## src/rtl/flash_burst_pkg.sv

```systemverilog
package flash_burst_pkg;

  typedef enum logic [2:0] {
    SQ_IDLE,
    SQ_LOAD,
    SQ_WAIT,
    SQ_STREAM,
    SQ_ABORT
  } seq_state_t;

  localparam logic [31:0] HASH_MUL = 32'h9E37_79B1;
  localparam logic [31:0] HASH_XOR = 32'h5A5A_C3C3;

  // Behavioural array contents: a multiplicative hash of the word address.
  function automatic logic [31:0] array_hash(input logic [31:0] a);
    array_hash = (a * HASH_MUL) ^ HASH_XOR;
  endfunction

endpackage

```

## src/rtl/burst_mode_ctl.sv

```systemverilog
module burst_mode_ctl (
  input  logic clk,
  input  logic rst_n,
  input  logic pwr_dn,
  input  logic en_pulse,
  input  logic dis_pulse,
  output logic mode,
  output logic exit_evt
);

  logic mode_q;
  logic leave_req;

  // Leaving has priority over entering; the soft reset command is not an input.
  assign leave_req = pwr_dn | dis_pulse;
  assign exit_evt  = mode_q & leave_req;
  assign mode      = mode_q;

  always_ff @(posedge clk or negedge rst_n) begin
    if (!rst_n) begin
      mode_q <= 1'b0;
    end else if (leave_req) begin
      mode_q <= 1'b0;
    end else if (en_pulse) begin
      mode_q <= 1'b1;
    end
  end

endmodule

```

## src/rtl/burst_seq.sv

```systemverilog
module burst_seq
  import flash_burst_pkg::*;
#(
  parameter int AW   = 10,
  parameter int LAT  = 3,
  parameter int BLEN = 32
) (
  input  logic          clk,
  input  logic          rst_n,
  input  logic          mode,
  input  logic          kill,
  input  logic          ld_n,
  input  logic          adv_n,
  input  logic [AW-1:0] addr,
  output logic          word_vld,
  output logic          last_n,
  output logic [AW-1:0] cur_addr,
  output logic          load_evt,
  output logic          abort_evt,
  output logic          step_evt
);

  localparam int OFS_W = $clog2(BLEN);
  localparam int CW    = (LAT > 2) ? $clog2(LAT) : 1;
  localparam logic [CW-1:0]    LAT_END  = CW'(LAT - 1);
  localparam logic [OFS_W-1:0] OFS_LAST = OFS_W'(BLEN - 1);

  seq_state_t       state_q;
  logic [AW-1:0]    base_q;
  logic [OFS_W-1:0] ofs_q;
  logic [CW-1:0]    lat_q;
  logic             lat_done;
  logic             in_latency;

  // Address inside the aligned block: upper bits fixed, low bits wrap.
  function automatic logic [AW-1:0] block_addr(input logic [AW-1:0] base,
                                               input logic [OFS_W-1:0] ofs);
    logic [OFS_W-1:0] low;
    low = base[OFS_W-1:0] + ofs;
    block_addr = {base[AW-1:OFS_W], low};
  endfunction

  assign in_latency = (state_q == SQ_LOAD) || (state_q == SQ_WAIT);
  assign lat_done   = (lat_q == LAT_END);

  // A load edge: strobe low, burst mode on, not the check edge right after a load.
  assign load_evt  = mode && !kill && !ld_n &&
                     (state_q != SQ_LOAD) && (state_q != SQ_ABORT);
  assign abort_evt = mode && !kill && !ld_n && (state_q == SQ_LOAD);
  assign step_evt  = !kill && ld_n && !adv_n && (state_q == SQ_STREAM);

  always_ff @(posedge clk or negedge rst_n) begin
    if (!rst_n) begin
      state_q <= SQ_IDLE;
      base_q  <= '0;
      ofs_q   <= '0;
      lat_q   <= '0;
    end else if (kill) begin
      state_q <= SQ_IDLE;
    end else if (load_evt) begin
      state_q <= SQ_LOAD;
      base_q  <= addr;
      ofs_q   <= '0;
      lat_q   <= '0;
    end else begin
      case (state_q)
        SQ_LOAD: begin
          if (!ld_n) begin
            state_q <= SQ_ABORT;
          end else if (lat_done) begin
            state_q <= SQ_STREAM;
          end else begin
            lat_q   <= lat_q + 1'b1;
            state_q <= SQ_WAIT;
          end
        end
        SQ_WAIT: begin
          if (lat_done) begin
            state_q <= SQ_STREAM;
          end else begin
            lat_q <= lat_q + 1'b1;
          end
        end
        SQ_STREAM: begin
          if (step_evt) begin
            ofs_q <= ofs_q + 1'b1;
          end
        end
        SQ_ABORT: begin
          if (ld_n) begin
            state_q <= SQ_IDLE;
          end
        end
        default: state_q <= SQ_IDLE;
      endcase
    end
  end

  assign word_vld = (state_q == SQ_STREAM) && !in_latency;
  assign last_n   = !((state_q == SQ_STREAM) && (ofs_q == OFS_LAST));
  assign cur_addr = block_addr(base_q, ofs_q);

endmodule

```

## src/rtl/flash_array_model.sv

```systemverilog
module flash_array_model
  import flash_burst_pkg::*;
#(
  parameter int AW    = 10,
  parameter int DW    = 16,
  parameter int NPORT = 2
) (
  input  logic [NPORT*AW-1:0] rd_addr,
  output logic [NPORT*DW-1:0] rd_data
);

  localparam int SHIFT = 32 - DW;

  // Every read port is an independent combinational lookup of the same contents.
  for (genvar p = 0; p < NPORT; p++) begin : g_port
    assign rd_data[p*DW +: DW] =
      DW'(array_hash(32'(rd_addr[p*AW +: AW])) >> SHIFT);
  end

endmodule

```

## src/rtl/flash_burst_reader.sv

```systemverilog
module flash_burst_reader
  import flash_burst_pkg::*;
#(
  parameter int AW   = 10,
  parameter int DW   = 16,
  parameter int LAT  = 3,
  parameter int BLEN = 32
) (
  input  logic          clk,
  input  logic          rst_n,
  input  logic          pwr_dn,
  input  logic          cmd_burst_on,
  input  logic          cmd_burst_off,
  input  logic          cmd_soft_reset,
  input  logic [AW-1:0] addr,
  input  logic          ld_n,
  input  logic          adv_n,
  output logic [DW-1:0] dout,
  output logic          word_vld,
  output logic          last_n,
  output logic          burst_active
);

  localparam int RD_PORTS = 2;

  logic            mode;
  logic            exit_evt;
  logic            seq_kill;
  logic            load_evt;
  logic            abort_evt;
  logic            step_evt;
  logic [AW-1:0]   cur_addr;
  logic [DW-1:0]   async_word;
  logic [DW-1:0]   burst_word;
  logic [RD_PORTS*AW-1:0] rd_addr;
  logic [RD_PORTS*DW-1:0] rd_data;

  burst_mode_ctl u_mode (
    .clk       (clk),
    .rst_n     (rst_n),
    .pwr_dn    (pwr_dn),
    .en_pulse  (cmd_burst_on),
    .dis_pulse (cmd_burst_off),
    .mode      (mode),
    .exit_evt  (exit_evt)
  );

  // The soft reset command drops the burst in progress but not the mode.
  assign seq_kill = exit_evt | cmd_soft_reset;

  burst_seq #(.AW(AW), .LAT(LAT), .BLEN(BLEN)) u_seq (
    .clk       (clk),
    .rst_n     (rst_n),
    .mode      (mode),
    .kill      (seq_kill),
    .ld_n      (ld_n),
    .adv_n     (adv_n),
    .addr      (addr),
    .word_vld  (word_vld),
    .last_n    (last_n),
    .cur_addr  (cur_addr),
    .load_evt  (load_evt),
    .abort_evt (abort_evt),
    .step_evt  (step_evt)
  );

  assign rd_addr = {cur_addr, addr};

  flash_array_model #(.AW(AW), .DW(DW), .NPORT(RD_PORTS)) u_array (
    .rd_addr (rd_addr),
    .rd_data (rd_data)
  );

  assign async_word   = rd_data[0 +: DW];
  assign burst_word   = rd_data[DW +: DW];
  assign dout         = word_vld ? burst_word : async_word;
  assign burst_active = mode;

endmodule

```

## config.mk

```make
export PLATFORM = sky130hd
export DESIGN_NAME = flash_burst_reader
export DESIGN_NICKNAME = d
export VERILOG_FILES = /design/src/rtl/flash_burst_pkg.sv /design/src/rtl/burst_mode_ctl.sv /design/src/rtl/burst_seq.sv /design/src/rtl/flash_array_model.sv /design/src/rtl/flash_burst_reader.sv
export SDC_FILE = /design/constraint.sdc
export NUM_CORES = 1
export LEC_CHECK = 0
export BUFFER_PORTS_ARGS = -buffer_cell sky130_fd_sc_hd__buf_2
export CAP_MARGIN = 10
export CORE_MARGIN = 1
export CORE_UTILIZATION = 40
export CTS_CLUSTER_DIAMETER = 60
export CTS_CLUSTER_SIZE = 16
export DETAILED_ROUTE_END_ITERATION = 8
export PLACE_DENSITY = 0.64
export SETUP_SLACK_MARGIN = 0.5
export SYNTH_ARGS = -nofsm -noshare
export SYNTH_HDL_FRONTEND = slang
export SYNTH_SLANG_ARGS = --single-unit
```

## constraint.sdc

```tcl
create_clock -name clk -period 13 [get_ports clk]
set_clock_uncertainty 0.15 [all_clocks]
set_input_delay 1.3 -clock clk [delete_from_list [all_inputs] [get_ports clk]]
set_output_delay 1.3 -clock clk [all_outputs]
set_load 0.01 [all_outputs]
```

Word-level counts from Yosys, hierarchy flattened
Cells that the tools add are included.
{ "word_totals": {"word_cells": 68, "inputBits": 18, "register_bits": 21, "output_inout_bits": 19} }
{ "classes": {"eq_ne": 12, "mul": 2, "muxes": 17, "addsub": 3, "bitwise_logic": 6, "n_reduce_logical": 23} }
{ "op_table": {"columns": ["op", "n"], "rows": [
  ["$mul 10x32->32 const B", 2],
  ["$not 16->16", 2],
  ["$mux 16", 1],
  ["$mux 3", 5],
  ["$mux 5", 3],
  ["$pmux 3 s4", 1],
  ["$logic_and 1x1->1", 9],
  ["$reduce_and 3->1", 3],
  ["$eq 3x2->1 const B", 2],
  ["$mux 2", 3],
  ["$ne 3x3->1 const B", 2],
  ["$reduce_bool 2->1", 3],
  ["$add 5x1->5 const B", 1],
  ["$add 5x5->5", 1],
  ["$eq 5x5->1 const B", 1],
  ["$logic_not 1->1", 5],
  ["$ne 4x2->1 const B", 1],
  ["$ne 4x3->1 const B", 1],
  ["$pmux 2 s2", 1],
  ["$eq 3x1->1 const B", 1],
  ["$eq 3x3->1 const B", 1],
  ["$mux 1", 3],
  ["$ne 3x1->1 const B", 1],
  ["$ne 3x2->1 const B", 1],
  ["8 further kinds", 9]
]} }

Logic depth before layout (Yosys ltp)
{ "logic_depth": {"word_depth": 10, "ltp_mapped": 25, "depth_no_buf": 25} }

Modules after synthesis
From an unflattened synthesis, not the netlist that was laid out.
{ "unflattened": {"hier_cells": 929, "area_unflattened_um2": 9041.2} }
{ "by_module_without_submodules": {"columns": ["module", "n_inst", "area_each_um2", "cells_each", "seq_area_each_um2"], "rows": [
  ["flash_array_model", 1, 7599.8, 808, 0.0],
  ["burst_seq", 1, 1139.8, 98, 500.5],
  ["flash_burst_reader", 1, 255.2, 19, 0.0],
  ["burst_mode_ctl", 1, 46.3, 4, 25.0]
]} }

Least setup slack after synthesis
No wires, ideal clock.
{ "synth_path": {"path_kind": "register to output", "start": "reg u_seq.ofs_q[0]", "end": "out dout[14]", "arrival_ns": 5.703, "slack_ns": 5.847, "path_buffers": 0, "path_stages_with_launch": 23, "t_required_ns": 11.550, "cell_sequence": "dfrtp_1 -> ha_1 -> fa_1 -> nand3_1 -> nand2_1 -> xor2_1 -> fa_1 -> ha_1 -> or2_2 -> fa_1 -> inv_1 -> fa_1 -> inv_1 -> fa_1 -> ha_1 -> and3_2 -> and4_1 -> nand2_1 -> a211o_1 -> nand4b_1 -> nand2_1 -> xnor2_1 -> a211oi_1"} }
{ "synth_between": {"elab_chain_len": 4} }
{ "synth_rtl": {"columns": ["element", "line_no", "rtl"], "rows": [
  ["start, declared", "burst_seq.sv:30", "logic [OFS_W-1:0] ofs_q;"],
  ["start signal, assigned", "burst_seq.sv:86", "ofs_q <= ofs_q + 1'b1;"],
  ["$add 5x5->5", "burst_seq.sv:39", "low = base[OFS_W-1:0] + ofs;"],
  ["$mul 10x32->32", "flash_burst_pkg.sv:16", "array_hash = (a * HASH_MUL) ^ HASH_XOR;"],
  ["$not 16->16 (no source line)", null, null],
  ["$mux 16", "flash_burst_reader.sv:76", "assign dout = word_vld ? burst_word : async_word;"],
  ["end, declared", "flash_burst_reader.sv:18", "output logic [DW-1:0] dout,"]
]} }
No other way between the ends.

Worst setup path after layout
Ends and elaborated chain as after synthesis.

==> results.toml <==
[clock_network]
clockRootBuffer = "clkbuf_16"
clkSinkCount = 21
clock_latency_ns = 0.26
path_clk_slew_ns = 0.06
htreeDepth = 1
cts_buffer_depth = 2
tritoncts = "yes"
cts_resized = 0
cts_hold_buf = 0
post_cts.repair.setup_buffers = 0
numCtsBuffers = 3

[finish]
seq_area_sq_um = 526
syn_to_final_growth_pct = 6.36
drive_above_1_share_pct = 6.81
fillers = 2164
multi_input_area_sq_mm = 0.00741
nets = 1289
antenna_cells = 0

[placement]
port-buffer-count = 36
post-dp-hpwl_um = 18100
post-place-ws_ns = 5.11
gp_congestion = 0.908

[synthesis]
synth_flop_cell = "dfrtp_1"
synthArstFlopShare_pct = 100
ys_warn_count = 0
seq_area_frac_synth_pct = 5.94
synth_cell_types = 59
synth_area_sq_mm = 0.00885
syn_area_per_cell_sq_um = 9.58
netlist_instances = 924
synth_nets = 1258
ys_seq_elements = 21
synth_edf_count = 0

[setup_path]
worst-setup-path-type = "reg2out"
crit_path_max_incr_delay_ns = 0.58
crit_chain = "ha_1 -> fa_1 -> nand3_1 -> nand2_1 -> xor2_1 -> fa_1 -> ha_1 -> or2_2 -> fa_1 -> inv_1 -> fa_1 -> inv_1 -> fa_1 -> ha_1 -> and3_2 -> and4_1 -> nand2_1 -> a211o_1 -> nand4b_1 -> nand2_1 -> xnor2_1 -> a211oi_1 -> buf_2"
critPathSlowestCell = "fa_1"
critPathTopFamily = "adder cells"
crit_path_end_kind = "output pin"
rrSetupSlack_ns = 10.43
required_ns = 11.55
arrival_ns = 6.75
cpMostUsedCell = "fa_1"
worst-path-max-fanout = 6
path_buf_inv = 3
critPathLaunchType = "register"

[floorplan]
die_w_um = 151
die_area_sq_mm = 0.0227
die-height_um = 151
fp.coreArea_sq_mm = 0.0218
start_util_pct = 40.7
ios = 37
row_count = 54

[timing]
rsz0062_at_grt = "no"
setup_viol = 0
layout_min_cycle_time_ns = 8.20
tightestPinTransition_ns = 0.795
maxSlewHeadroom_pct = 46.9
finalSetupTns_ns = 0
finalHoldViolations = 0
layout_setup_ws_ns = 4.80
fin_crit_sh_pct = 63.1
drv_slew = 0
max_freq_mhz = 122

[grt]
grt_overflow = 0
grt_max_degree = 22
track_usage_pct = 19.5
grt_first_pass_wirelength_um = 34400
grt_pass1_vias = 6737
antenna_found_initial = 0

[drt]
post_drt_wl_per_cell_um = 16.6
ant_nets = 0
num_vias = 6313
dr.first_iter.drc_count = 222
via_per_inst = 5.12
first_pass_iters = 5
drcViolationCount = 0
wirelength_um = 20500

[run]
max_cap_violations = 0

[run_status]
status = "finished clean"

[worst_hold_path]
holdCritPathClass = "reg2reg"
cells in the final DEF (no fill, tap or decap), types with 3 or more instances in the layout:
cell / netlist / layout
and3_1: 3 / 3
a21oi_1: 41 / 41
dfrtp_1: 21 / 21
nand3_1: 10 / 10
nor2_1: 36 / 36
buf_2: 0 / 36
a211o_1: 4 / 4
o21ai_0: 26 / 26
nand4_1: 8 / 8
nand3b_1: 4 / 4
nor3_1: 6 / 6
o21ai_1: 4 / 4
clkbuf_16: 0 / 3
nand2b_1: 7 / 7
xor2_1: 23 / 23
nand2_1: 45 / 45
a211oi_1: 4 / 4
o21a_1: 3 / 3
o31ai_1: 4 / 4
a31oi_1: 6 / 6
xnor2_1: 40 / 40
mux2i_1: 7 / 7
a211oi_2: 3 / 3
a21o_1: 18 / 18
ha_1: 157 / 157
o211ai_1: 3 / 3
and4_1: 3 / 3
inv_1: 226 / 226
fa_1: 159 / 159
or3_1: 3 / 3
cell families (layout without fill, tap and decap cells):
logic type | after synthesis | after routing | share of synthesized area [%]
mux | 7 | 7 | 0.792
buf+inv | 238 | 268 | 10.3
compound gates | 138 | 138 | 10.6
fa+ha+maj | 316 | 316 | 58.2
simple gates | 141 | 141 | 7.92
flops | 21 | 21 | 5.94
xor+xnor | 63 | 63 | 6.23
area by class of cell:
type | instances | area share [%]
Multi-Input combinational cell | 665 | 78.7
Inverter | 226 | 9.01
Sequential cell | 21 | 5.58
Tap cell | 280 | 3.72
Timing Repair Buffer | 38 | 2.07
Clock buffer | 3 | 0.797
Clock inverter | 1 | 0.0797
worst register-to-register path, cell delays in order (launching register included):
cell and delay (ns):
dfrtp_1 0.45, nor2b_1 0.20, nand2_1 0.48, nor4b_2 0.77
nand4_1 0.20, xor2_1 0.16, nor2_1 0.05
cell usage after synthesis, drive strengths merged (3+ instances only):
master / count / area [sq um]
inv: 226 / 848
fa: 159 / 3180
ha: 157 / 1960
nand2: 45 / 169
a21oi: 43 / 223
xnor2: 40 / 350
nor2: 36 / 135
o21ai: 32 / 168
xor2: 23 / 201
dfrtp: 21 / 526
a21o: 18 / 135
clkbuf: 11 / 61.3
nand3: 10 / 50.1
nand4: 8 / 50.1
a211oi: 7 / 67.6
mux2i: 7 / 70.1
nand2b: 7 / 43.8
a31oi: 6 / 37.5
and3: 6 / 45.0
nor3: 6 / 30.0
a211o: 4 / 35.0
nand3b: 4 / 30.0
o31ai: 4 / 30.0
and4: 3 / 26.3
o211ai: 3 / 22.5
o21a: 3 / 22.5
or3: 3 / 18.8
state kept, by name (all words and copies together), names as in the netlist:
| name | cells |
|---|---|
| u_mode.mode | 1 |
| u_seq.state_q | 3 |
| u_seq.ofs_q | 5 |
| u_seq.lat_q | 2 |
| u_seq.base_q | 10 |
per-layer routing:
metal | GRT usage [%] | part of all wire, % | up-vias
li1 | - | - | 3030
met1 | 26.6 | 45 | 3164
met2 | 34.7 | 51 | 101
met3 | 0.848 | 2.1 | 18
met4 | 3.00 | 1.4 | 0
met5 | 0 | 0 | -
path summary, 6_finish.rpt:
check	startpoint	to	cells after the start
worst min-delay path	u_seq.lat_q[0]	u_seq.lat_q[0]	1
worst max-delay path	u_seq.ofs_q[0]	dout[14]	23
worst min register to register	u_seq.lat_q[0]	u_seq.lat_q[0]	1
min in group asynchronous	rst_n	u_seq.ofs_q[3]	1
worst max register to register	u_seq.state_q[0]	u_seq.ofs_q[3]	6
max in group asynchronous	rst_n	u_seq.ofs_q[4]	1
per-stage QoR:
| stage | cells | utilization, % | area [sq um] | hold WS [ns] |
|---|---|---|---|---|
| after floorplan | 924 | - | 8850 | 0.300 |
| after global placement | 1230 | 42.9 | 9330 | 0.325 |
| after detailed placement | 1230 | 42.9 | 9330 | 0.336 |
| after CTS | 1234 | 43.3 | 9410 | 0.349 |
| after global routing | 1234 | 43.3 | 9410 | 0.361 |
| final | 1234 | 43.3 | 9410 | 0.346 |
Power is left out: the tool's default activity adds up to more than one toggle a clock period on the data nets, which glitch-free logic cannot reach.
